==> config.mk <==
export PLATFORM = sky130hd
export DESIGN_NAME = hs_slew_cal
export DESIGN_NICKNAME = d
export VERILOG_FILES = /design/src/rtl/slewcal_pkg.sv /design/src/rtl/slewcal_timer.sv /design/src/rtl/slewcal_divider.sv /design/src/rtl/slewcal_code.sv /design/src/rtl/hs_slew_cal.sv
export SDC_FILE = /design/constraint.sdc
export NUM_CORES = 1
export LEC_CHECK = 0
export BUFFER_PORTS_ARGS = -buffer_cell sky130_fd_sc_hd__buf_2
export CAP_MARGIN = 40
export CELL_PAD_IN_SITES_DETAIL_PLACEMENT = 0
export CELL_PAD_IN_SITES_GLOBAL_PLACEMENT = 1
export CORE_ASPECT_RATIO = 1.75
export CORE_UTILIZATION = 41
export CTS_BUF_LIST = sky130_fd_sc_hd__clkbuf_8 sky130_fd_sc_hd__clkbuf_16
export CTS_CLUSTER_SIZE = 14
export DETAILED_ROUTE_END_ITERATION = 12
export PLACE_DENSITY = 0.83
export SLEW_MARGIN = 30
export SYNTH_ARGS = -nofsm -noshare
export SYNTH_HDL_FRONTEND = slang
export SYNTH_HIERARCHICAL = 1
export SYNTH_SLANG_ARGS = --single-unit
==> constraint.sdc <==
create_clock -name clk -period 4.7 [get_ports clk]
set_clock_uncertainty 0.1 [all_clocks]
set_input_delay 1.175 -clock clk [delete_from_list [all_inputs] [get_ports clk]]
set_output_delay 1.175 -clock clk [all_outputs]
set_load 0.02 [all_outputs]
==> src/rtl/slewcal_pkg.sv <==
package slewcal_pkg;
    localparam int BUS_AW = 8;
    localparam int BUS_DW = 32;

    localparam logic [BUS_AW-1:0] A_CTRL = 8'h00;
    localparam logic [BUS_AW-1:0] A_MON  = 8'h10;
    localparam logic [BUS_AW-1:0] A_CFG  = 8'h20;
    localparam logic [BUS_AW-1:0] A_CNT  = 8'h24;

    localparam int CODE_W        = 3;
    localparam int CTRL_OSC_BIT  = 15;
    localparam int CTRL_SLEW_LSB = 12;
    localparam int MON_VALID_BIT = 0;
    localparam int MON_FRCK_BIT  = 8;
    localparam int CFG_CNT_W     = 24;
    localparam int CFG_EN_BIT    = 24;
    localparam int CFG_SEL_LSB   = 26;
    localparam int SEL_W         = 2;

    localparam int METER_CYCLES  = 1024;
    localparam int REF_MHZ       = 26;
    localparam int SR_COEF       = 28;
    localparam int SR_DIV        = 1000;
    localparam int CODE_DEFAULT  = 4;
    localparam int NUMERATOR     = METER_CYCLES * REF_MHZ * SR_COEF;

    localparam int SETTLE_US     = 1;
    localparam int POLL_US       = 10;
    localparam int POLL_LIMIT_US = 200;

    typedef enum logic [3:0] {
        S_IDLE, S_OSC_ON, S_SETTLE, S_FRCK_ON, S_CFG, S_MTR_ON, S_POLL,
        S_POLL_WAIT, S_CNT, S_MTR_OFF, S_FRCK_OFF, S_DIVIDE, S_CODE_WR, S_OSC_OFF
    } step_e;

    function automatic logic step_is_bus(step_e s);
        return !(s inside {S_IDLE, S_SETTLE, S_POLL_WAIT, S_DIVIDE});
    endfunction

    function automatic logic [BUS_AW-1:0] step_addr(step_e s);
        case (s)
            S_FRCK_ON, S_POLL, S_FRCK_OFF: return A_MON;
            S_CFG, S_MTR_ON, S_MTR_OFF:    return A_CFG;
            S_CNT:                         return A_CNT;
            default:                       return A_CTRL;
        endcase
    endfunction

    function automatic logic [BUS_DW-1:0] step_merge(step_e s, logic [BUS_DW-1:0] v,
                                                     logic [CODE_W-1:0] code, logic [SEL_W-1:0] sel);
        logic [BUS_DW-1:0] r;
        r = v;
        case (s)
            S_OSC_ON:   r[CTRL_OSC_BIT] = 1'b1;
            S_FRCK_ON:  r[MON_FRCK_BIT] = 1'b1;
            S_CFG: begin
                r[CFG_CNT_W-1:0]         = CFG_CNT_W'(METER_CYCLES);
                r[CFG_SEL_LSB +: SEL_W]  = sel;
            end
            S_MTR_ON:   r[CFG_EN_BIT] = 1'b1;
            S_MTR_OFF:  r[CFG_EN_BIT] = 1'b0;
            S_FRCK_OFF: r[MON_FRCK_BIT] = 1'b0;
            S_CODE_WR:  r[CTRL_SLEW_LSB +: CODE_W] = code;
            S_OSC_OFF:  r[CTRL_OSC_BIT] = 1'b0;
            default: ;
        endcase
        return r;
    endfunction
endpackage

==> src/rtl/slewcal_timer.sv <==
module slewcal_timer #(
    parameter int W = 12
) (
    input  logic         clk,
    input  logic         rst,
    input  logic         run,
    input  logic [W-1:0] limit,
    output logic         expired
);
    logic [W-1:0] cnt;

    always_ff @(posedge clk) begin
        if (rst || !run) cnt <= '0;
        else             cnt <= cnt + 1'b1;
    end

    assign expired = run && (cnt == limit - 1'b1);

    assert_tmr_range_R2: assert property (@(posedge clk) disable iff (rst)
        (run && !expired) |=> (!run || cnt < limit));
endmodule

==> src/rtl/slewcal_divider.sv <==
module slewcal_divider #(
    parameter int NUM_W = 20,
    parameter int DEN_W = 32
) (
    input  logic             clk,
    input  logic             rst,
    input  logic             go,
    input  logic [NUM_W-1:0] dividend,
    input  logic [DEN_W-1:0] divisor,
    output logic             done,
    output logic [NUM_W-1:0] quotient
);
    localparam int IT_W = $clog2(NUM_W + 1);

    logic [DEN_W-1:0] rem;
    logic [IT_W-1:0]  iter;
    logic             active;
    logic [DEN_W:0]   trial;

    assign trial = {rem, quotient[NUM_W-1]};

    always_ff @(posedge clk) begin
        if (rst) begin
            rem <= '0; iter <= '0; active <= 1'b0; done <= 1'b0; quotient <= '0;
        end else begin
            done <= 1'b0;
            if (go) begin
                rem <= '0; iter <= '0; active <= 1'b1; quotient <= dividend;
            end else if (active) begin
                if (trial >= {1'b0, divisor}) begin
                    rem      <= DEN_W'(trial - {1'b0, divisor});
                    quotient <= {quotient[NUM_W-2:0], 1'b1};
                end else begin
                    rem      <= trial[DEN_W-1:0];
                    quotient <= {quotient[NUM_W-2:0], 1'b0};
                end
                iter <= iter + 1'b1;
                if (iter == IT_W'(NUM_W - 1)) begin
                    active <= 1'b0;
                    done   <= 1'b1;
                end
            end
        end
    end

    assert_div_exact_R6: assert property (@(posedge clk) disable iff (rst)
        (done && divisor != '0) |->
        (64'(quotient) * 64'(divisor) <= 64'(dividend)) &&
        (64'(dividend) - 64'(quotient) * 64'(divisor) < 64'(divisor)));

    assert_div_pulse_R6: assert property (@(posedge clk) disable iff (rst)
        done |=> !done);
endmodule

==> src/rtl/slewcal_code.sv <==
module slewcal_code import slewcal_pkg::*; #(
    parameter int Q_W = 20
) (
    input  logic [Q_W-1:0]    quotient,
    input  logic              zero_cnt,
    output logic [CODE_W-1:0] code
);
    localparam int CODE_MAX = (1 << CODE_W) - 1;

    logic [31:0]         biased;
    logic [CODE_MAX-1:0] over;

    assign biased = 32'(quotient) + 32'(SR_DIV / 2);

    for (genvar k = 0; k < CODE_MAX; k++) begin : g_step
        assign over[k] = biased >= 32'((k + 1) * SR_DIV);
    end

    assign code = zero_cnt ? CODE_W'(CODE_DEFAULT) : CODE_W'($countones(over));
endmodule

==> src/rtl/hs_slew_cal.sv <==
module hs_slew_cal import slewcal_pkg::*; #(
    parameter int CLK_MHZ     = 200,
    parameter int MAP_VARIANT = 1,
    parameter int LANE_W      = 3
) (
    input  logic              clk,
    input  logic              rst,
    input  logic              start,
    input  logic [LANE_W-1:0] lane_idx,
    output logic              m_req,
    output logic              m_we,
    output logic [BUS_AW-1:0] m_addr,
    output logic [BUS_DW-1:0] m_wdata,
    input  logic              m_ack,
    input  logic [BUS_DW-1:0] m_rdata,
    output logic              busy,
    output logic              done,
    output logic [CODE_W-1:0] slew_code
);
    localparam int SETTLE_CYC = CLK_MHZ * SETTLE_US;
    localparam int POLL_CYC   = CLK_MHZ * POLL_US;
    localparam int POLL_MAX   = POLL_LIMIT_US / POLL_US;
    localparam int TMR_W      = $clog2(POLL_CYC + 1);
    localparam int PC_W       = $clog2(POLL_MAX + 1);
    localparam int NUM_W      = $clog2(NUMERATOR + 1);

    step_e              step;
    logic               wr_ph;
    logic [BUS_DW-1:0]  hold;
    logic [BUS_DW-1:0]  meas;
    logic [PC_W-1:0]    polls;
    logic [SEL_W-1:0]   sel_q;
    logic [SEL_W-1:0]   sel_c;
    logic [CODE_W-1:0]  code_q;
    logic [CODE_W-1:0]  code_c;
    logic               div_go;
    logic               div_done;
    logic [NUM_W-1:0]   quo;
    logic               tmr_run;
    logic               tmr_exp;
    logic [TMR_W-1:0]   tmr_lim;

    if (MAP_VARIANT == 1) begin : g_sel_lane
        assign sel_c = SEL_W'(lane_idx >> 1);
    end else begin : g_sel_zero
        assign sel_c = '0;
    end

    assign tmr_run = (step == S_SETTLE) || (step == S_POLL_WAIT);
    assign tmr_lim = (step == S_SETTLE) ? TMR_W'(SETTLE_CYC) : TMR_W'(POLL_CYC);

    slewcal_timer #(.W(TMR_W)) u_timer (
        .clk(clk), .rst(rst), .run(tmr_run), .limit(tmr_lim), .expired(tmr_exp)
    );

    slewcal_divider #(.NUM_W(NUM_W), .DEN_W(BUS_DW)) u_div (
        .clk(clk), .rst(rst), .go(div_go), .dividend(NUM_W'(NUMERATOR)),
        .divisor(meas), .done(div_done), .quotient(quo)
    );

    slewcal_code #(.Q_W(NUM_W)) u_code (
        .quotient(quo), .zero_cnt(meas == '0), .code(code_c)
    );

    assign m_req     = step_is_bus(step);
    assign m_we      = wr_ph;
    assign m_addr    = step_addr(step);
    assign m_wdata   = step_merge(step, hold, code_q, sel_q);
    assign busy      = (step != S_IDLE);
    assign slew_code = code_q;

    always_ff @(posedge clk) begin
        if (rst) begin
            step <= S_IDLE; wr_ph <= 1'b0; hold <= '0; meas <= '0; polls <= '0;
            sel_q <= '0; code_q <= '0; div_go <= 1'b0; done <= 1'b0;
        end else begin
            div_go <= 1'b0;
            done   <= 1'b0;
            case (step)
                S_IDLE: if (start) begin
                    step <= S_OSC_ON; wr_ph <= 1'b0; sel_q <= sel_c;
                end
                S_SETTLE: if (tmr_exp) step <= S_FRCK_ON;
                S_POLL_WAIT: if (tmr_exp) begin
                    polls <= polls + 1'b1; step <= S_POLL;
                end
                S_DIVIDE: if (div_done) begin
                    code_q <= code_c; step <= S_CODE_WR;
                end
                default: if (m_ack) begin
                    if (!wr_ph) begin
                        hold <= m_rdata;
                        if (step == S_POLL) begin
                            if (m_rdata[MON_VALID_BIT] || polls == PC_W'(POLL_MAX)) step <= S_CNT;
                            else step <= S_POLL_WAIT;
                        end else if (step == S_CNT) begin
                            meas <= m_rdata; step <= S_MTR_OFF;
                        end else begin
                            wr_ph <= 1'b1;
                        end
                    end else begin
                        wr_ph <= 1'b0;
                        case (step)
                            S_OSC_ON:   step <= S_SETTLE;
                            S_FRCK_ON:  step <= S_CFG;
                            S_CFG:      step <= S_MTR_ON;
                            S_MTR_ON:   begin step <= S_POLL; polls <= '0; end
                            S_MTR_OFF:  step <= S_FRCK_OFF;
                            S_FRCK_OFF: begin step <= S_DIVIDE; div_go <= 1'b1; end
                            S_CODE_WR:  step <= S_OSC_OFF;
                            default:    begin step <= S_IDLE; done <= 1'b1; end
                        endcase
                    end
                end
            endcase
        end
    end

    assert_req_hold_R1: assert property (@(posedge clk) disable iff (rst)
        (m_req && !m_ack) |=> (m_req && $stable(m_addr) && $stable(m_we) && $stable(m_wdata)));

    assert_poll_bound_R5: assert property (@(posedge clk) disable iff (rst)
        polls <= PC_W'(POLL_MAX));

    assert_done_idle_R10: assert property (@(posedge clk) disable iff (rst)
        done |-> !busy);

    assert_busy_fall_R10: assert property (@(posedge clk) disable iff (rst)
        $fell(busy) |-> done);
endmodule

# ---- Word-level counts from Yosys, hierarchy flattened
# Index checks and enable logic that the tools add are counted.
dict set report word_totals {
  register_bits 151
  inputBits 39
  out_inout_bits 47
}
dict set report classes {
  add_sub_neg 12
  magnitude_cmp 8
  n_eq_ne 20
  n_mux 43
  bitwise_logic 7
  n_reduce_logical 35
}
# operator count
set ops {}
lappend ops {{32-bit by 13-bit greater-or-equal comparator with 1-bit output (second input constant)} 3}
lappend ops {{32-bit by 12-bit greater-or-equal comparator with 1-bit output (second input constant)} 2}
lappend ops {{20-bit 2-to-1 mux} 2}
lappend ops {{4-bit 2-to-1 mux} 9}
lappend ops {{33-bit by 32-bit greater-or-equal comparator with 1-bit output} 1}
lappend ops {{32-bit by 10-bit greater-or-equal comparator with 1-bit output (second input constant)} 1}
lappend ops {{32-bit by 11-bit greater-or-equal comparator with 1-bit output (second input constant)} 1}
lappend ops {{32-bit logical NOT} 1}
lappend ops {{32-bit 2-to-1 mux} 1}
lappend ops {{32-bit subtractor} 1}
lappend ops {{4-bit one-hot mux with 7 select lines} 1}
lappend ops {{4-bit == test (second input constant)} 6}
lappend ops {{20-bit by 9-bit adder with 21-bit output (second input constant)} 1}
lappend ops {{5-bit 2-to-1 mux} 4}
lappend ops {{6-bit one-hot mux with 3 select lines} 1}
lappend ops {{4-bit by 3-bit == test with 1-bit output (second input constant)} 4}
lappend ops {{8-bit 2-to-1 mux} 2}
lappend ops {{4-bit one-hot mux with 4 select lines} 1}
lappend ops {{3-bit OR reduction} 5}
lappend ops {{7-bit OR reduction} 2}
lappend ops {{1-bit 2-to-1 mux} 12}
lappend ops {{11-bit by 1-bit adder with 11-bit output (second input constant)} 1}
lappend ops {{11-bit == test} 1}
lappend ops {{11-bit 2-to-1 mux} 1}
lappend ops {{other kinds (30)} 61}

# ---- Depth between registers and ports, before layout
dict set report depth {
  depth_word 7
  mapped_depth 16
}

# ---- By module
# Netlist, hierarchy kept.
# mod n_inst cells_per_inst area_per_inst_um2 seq_area_each_um2
set modules_own_cells {}
lappend modules_own_cells {slewcal_divider 1 591 4654.5 1181.1}
lappend modules_own_cells {hs_slew_cal 1 435 3871.2 1621.6}
lappend modules_own_cells {slewcal_code 1 140 882.1 0.0}
lappend modules_own_cells {slewcal_timer 1 107 849.6 220.2}

# ---- Worst setup path after synthesis
# OpenSTA, ideal clock, no wires.
dict set report synth_path {
  kind {register -> register}
  startpoint {reg u_div.quotient[7]}
  endpoint {reg code_q[1], in the netlist slew_code[1]}
  arrival_ns 4.361
  required_ns 4.468
  setup_slack_ns 0.106
  stages_incl_launch_ff 15
  synth_period_minus_slack_ns 4.594
  cell_sequence {dfxtp_1 > or4_1 > buf_2 > or4_1 > o32ai_1 > o22ai_1 > a211o_1 > nor3_1 > fa_1 > fa_1 > fa_1 > fa_1 > nor2_1 > nand3_1 > a21oi_1}
}
dict set report synth_between {
  elab_chain_len 6
}
# element line_no
set synth_lines {}
lappend synth_lines {{from (decl)} slewcal_divider.sv:11} ;# output logic [NUM_W-1:0] quotient
lappend synth_lines {{from (signal assigned)} slewcal_divider.sv:32} ;# quotient <= {quotient[NUM_W-2:0], 1'b1};
lappend synth_lines {{from (signal assigned)} slewcal_divider.sv:35} ;# quotient <= {quotient[NUM_W-2:0], 1'b0};
lappend synth_lines {{20-bit by 9-bit adder with 21-bit output (*)} slewcal_code.sv:13} ;# assign biased = 32'(quotient) + 32'(SR_DIV / 2);
lappend synth_lines {{32-bit by 10-bit greater-or-equal comparator with 1-bit output, or another cell as far along} slewcal_code.sv:16} ;# assign over[k] = biased >= 32'((k + 1) * SR_DIV);
lappend synth_lines {{1-bit by 1-bit adder with 2-bit output (implied by the code)} slewcal_code.sv:19} ;# assign code = zero_cnt ? CODE_W'(CODE_DEFAULT) : CODE_W'($countones(over));
lappend synth_lines {{3-bit adder (implied by the code) or 3-bit by 1-bit adder with 3-bit output (tied branches)} slewcal_code.sv:19}
lappend synth_lines {{3-bit adder (implied by the code) (*)} slewcal_code.sv:19}
lappend synth_lines {{3-bit 2-to-1 mux (*)} slewcal_code.sv:19}
lappend synth_lines {{net code_c[1]} hs_slew_cal.sv:35} ;# logic [CODE_W-1:0] code_c;
lappend synth_lines {{to (signal assigned)} hs_slew_cal.sv:75} ;# sel_q <= '0; code_q <= '0; div_go <= 1'b0; done <= 1'b0;
lappend synth_lines {{to (signal assigned)} hs_slew_cal.sv:88} ;# code_q <= code_c; step <= S_CODE_WR;
lappend synth_lines {{to (decl)} hs_slew_cal.sv:34} ;# logic [CODE_W-1:0] code_q;
# Mark *: on every way through the listed nets, which the timed path passes. The rest lies on a longest branch.
# A chain may end at the register's enable or synchronous reset.

# ---- Final worst setup path
dict set report layout_path {
  startpoint {reg u_div.quotient[3]}
  endpoint {reg code_q[1], in the netlist slew_code[1]}
}
# Same word-level chain as after synthesis.

==> results.txt <==
----------------------------------------------------
[Run status]
  Result of the run ... completed

[Die]
  Die area ... roughly 26,000 um^2
  Initial Util ... 0.4165
  Overall die width ... 121.6 um
  Core area ... between 20,000 and 25,000 um^2
  I/O pin count ... 86
  Number of rows in the core area ... 76
  Y dimension of the die ... 211.2 um

[Worst hold path]
  Class of the worst hold path ... flop to flop
  Cells on Worst Hold Path ... 1
  Worst hold start ... u_timer/cnt[0]$_SDFF_PP0_

[Route]
  Met2 Wirelength ... 14.44 mm
  Count of nets left with antenna violations after detail routing ... 0
  Routed WL ... about 27 mm
  Met3 WL ... about 870 um
  Mean number of vias per cell ... between 5 and 6
  Via count ... slightly above 9,000
  Metal-1 WL ... 10.85 mm
  Initial detailed-routing violation count ... 491
  Highest routing layer actually used ... met4
  First-pass iteration count of the detailed router ... 5
  Post-detailed-route wirelength per cell ... roughly 16 um
  Drc violations ... 0

[STA]
  Clock period minus final worst setup slack ... 4.496 ns
  Final slew viol count ... 0
  RSZ-0062 raised after global routing ... false
  Worst Tran Pin Value ... between 0.7 and 0.8 ns
  Finish-stage setup viols ... 0
  Sum of negative setup slack ... 0 ns
  Worst-case headroom to the max-slew limit ... 0.4800
  Share of the cycle needed by the critical path after routing ... 0.9566
  Highest attainable clock frequency ... ~220 MHz
  Hold Vio Cnt, Final ... 0

[Finish]
  Synth-to-layout area growth ... 12.83%
  Commonest non-fill, non-tap cell in the layout ... nor2_1
  Antenna diode instance count ... 0
  Commonest cells after routing, fill and taps aside ... 187 x nor2_1, 150 x dfxtp_1, 109 x mux2i_1, 95 x a21oi_1, 78 x buf_2
  Final Cell Area ... around 12,000 um^2
  Fraction of final layout cells sized beyond drive strength 1 ... 0.1337
  Count of nets after finishing ... about 1,500
  Number of fill cells ... between 2,000 and 2,500

[Clock network]
  H-tree levels ... 4
  TritonCTS clock tree ... built
  Clock-pin transition on the worst setup and hold timing paths ... roughly 0.060 ns
  Worst skew pair latency ... ~0.45 ns
  Buffer levels on the longest clock path ... 2
  Clock tree root driver cell ... clkbuf_16
  Total CTS buffers ... 17
  Quantity of hold-fixing buffers added after cts ... 0
  CTS-repair resized insts ... 0
  Number of setup buffers added after CTS ... 0
  Clock tree sinks ... approximately 150

[Pwr]
  Power Total ... slightly above 5 mW
  Power share of the clock group ... 0.259
  Worst IR drop on VDD ... ~0.36 mV
  Net switching component of the power ... ~2.1 mW
  Flop pwr share ... 0.283
  Switching fraction of total power ... 0.4074
  Int Pwr ... roughly 3 mW
  P per Cell Area ... between 400 and 500 nW/um^2
  Logic gate share of total power ... 0.458
  Total leakage power ... roughly 4.9 nW

[Placed design]
  Post-Place Cell Area ... between 10,000 and 15,000 um^2
  DP Wirelength ... just over 20 mm
  Placer Congestion ... 0.9043
  Number of buffers inserted by port buffering ... 79

[Worst setup path]
  Register-to-register setup slack ... 0.20 ns
  Nature of the critical path startpoint ... flop
  Worst setup path endpoint ... slew_code[1]$_SDFFE_PP0P_
  Start point of the critical path ... u_div/quotient[3]$_SDFFE_PP0P_
  Cell depth of the worst flop-to-flop path ... 14
  Top fanout value on the critical path ... 4
  Endpoint arrival time on the critical path ... approximately 4.8 ns
  Capture point of the worst reg-to-reg path ... slew_code[1]$_SDFFE_PP0P_
  CP endpoint kind ... flop
  Required time of the critical path ... 4.97 ns
  Source of the worst register-to-register timing path ... u_div/quotient[3]$_SDFFE_PP0P_
  Class of the most critical setup path ... flop to flop

[Synth]
  Unique cell type count in the Yosys netlist ... roughly 100
  Post-synthesis cell area ... about 10,000 um^2
  Top_reg_cell synth ... dfxtp_1
  Warnings from Yosys ... 6
  Cells after Synth ... 1,273
  Asr flop ratio synth ... 0
  Post-synthesis sequential area ratio ... 0.2947
  Number of synthesized flops with an enable pin ... 0
  Avg Cell Area, Syn ... 8.058 um^2
  Number of flip-flops and latches in the synthesized netlist ... roughly 150

[Global route]
  Number of antenna violations at the first check in global routing ... 0
  Total routing resource utilization after global routing ... 0.2241
  Global-route wire length before repair ... ~45 mm
  Total grt overflow ... 0
  Via count of the first global-routing pass ... a little over 9,000
  Pin count of the biggest net entering global routing ... 64

[Flow run]
  Max cap viols ... 0

----------------------------------------------------
## power groups by stage
stage	Clock, mW	Combinational, mW	Sequential (mW)
2_1_floorplan	0	1.88	1.47
3_3_place_gp	0	2.38	1.49
3_5_place_dp	0	2.38	1.50
4_1_cts	1.38	2.39	1.47
5_1_grt	1.43	2.60	1.48
6_report	1.34	2.38	1.47
## state kept, by name (all words and copies together), names as in the netlist
name and flops:
hold 32, meas 32, u_div/rem 32, u_div/quotient 20, u_timer/cnt 11, polls 5, u_div/iter 5, step 4
slew_code 3, sel_q 2, div_go 1, done 1, m_we 1, u_div/active 1, u_div/done 1
## per-layer routing
metal | vias to the layer above | global-route usage
met5 | - | 0
met3 | 72 | 0.03456
met2 | 191 | 0.4138
met1 | 4313 | 0.2332
li1 | 4616 | -
met4 | 0 | 0.1350
## synth_stat cells (7+ instances only)
master	n	area (um^2)
a211oi_1	20	150.1
a21o_1	8	60.06
a21oi_1	95	475.5
a31oi_1	18	112.6
and3_1	12	75.07
buf_2	9	45.04
buf_4	14	105.1
buf_6	7	78.83
clkbuf_1	45	168.9
clkbuf_8	7	96.34
dfxtp_1	151	3023
ha_1	39	488.0
inv_1	58	217.7
mux2i_1	109	1091
nand2_1	71	266.5
nand2b_1	16	100.1
nand3_1	27	135.1
nand4_1	16	100.1
nor2_1	187	701.9
nor2b_1	34	212.7
nor3_1	27	135.1
nor4_1	18	112.6
o211ai_1	8	60.06
o21a_1	10	75.07
o21ai_0	49	245.2
o22ai_1	7	43.79
xnor2_1	32	280.3
xor2_1	30	262.8
## worst min-delay path by stage
stage,to,slack (ns)
floorplan,u_timer/cnt[0]$_SDFF_PP0_,0.34
global placement,u_timer/cnt[0]$_SDFF_PP0_,0.35
detailed placement,u_timer/cnt[0]$_SDFF_PP0_,0.37
CTS,u_timer/cnt[0]$_SDFF_PP0_,0.38
global route,hold[18]$_SDFFE_PP0P_,0.41
finish,u_timer/cnt[0]$_SDFF_PP0_,0.38
## cell type report
class                           count  area (um^2)  share of cell area
Clock buffer                       19        464.2             0.04011
Clock inverter                     13        106.4            0.009189
Inverter                           60        225.2             0.01946
Multi-Input combinational cell   1031         6730              0.5815
Sequential cell                   151         3027              0.2615
Tap cell                          312        390.4             0.03373
Timing Repair Buffer              110        630.6             0.05449
## metrics by stage
stage          utilization  hold slack [ns]  instances  worst slack, ns
4_1_cts             0.4692           0.3806       1696          0.03411
6_report            0.4699           0.3753       1696           0.2038
2_1_floorplan            -           0.3396       1328           0.1063
5_1_grt             0.4699           0.4128       1696          0.01839
3_5_place_dp        0.4460           0.3652       1664          0.02882
3_3_place_gp        0.4460           0.3540       1664          0.08537
## critical path, cell delays in order, from the launching register on
cell and delay (ns):
dfxtp_1 0.33, ha_1 0.21, or4bb_1 0.48, or4_1 0.40
o32ai_1 0.15, o22ai_1 0.11, a211o_1 0.32, nor3_2 0.22
fa_1 0.45, fa_1 0.48, fa_1 0.44, fa_1 0.44
nor2_1 0.09, nand3_1 0.07, a21oi_1 0.13
## cells by family after synthesis
kind of cell / count (synthesis) / synth area share
AOI/OAI and AO/OA: 291 / 0.1860
xor gates and xnor gates: 63 / 0.05453
adders and majority gates: 45 / 0.05831
buffers and inverters: 146 / 0.07172
DFF: 151 / 0.2947
muxes: 112 / 0.1097
other: 2 / 0.0007322
and+or+nand+nor: 463 / 0.2243
Power figures use the tool's default switching activity.
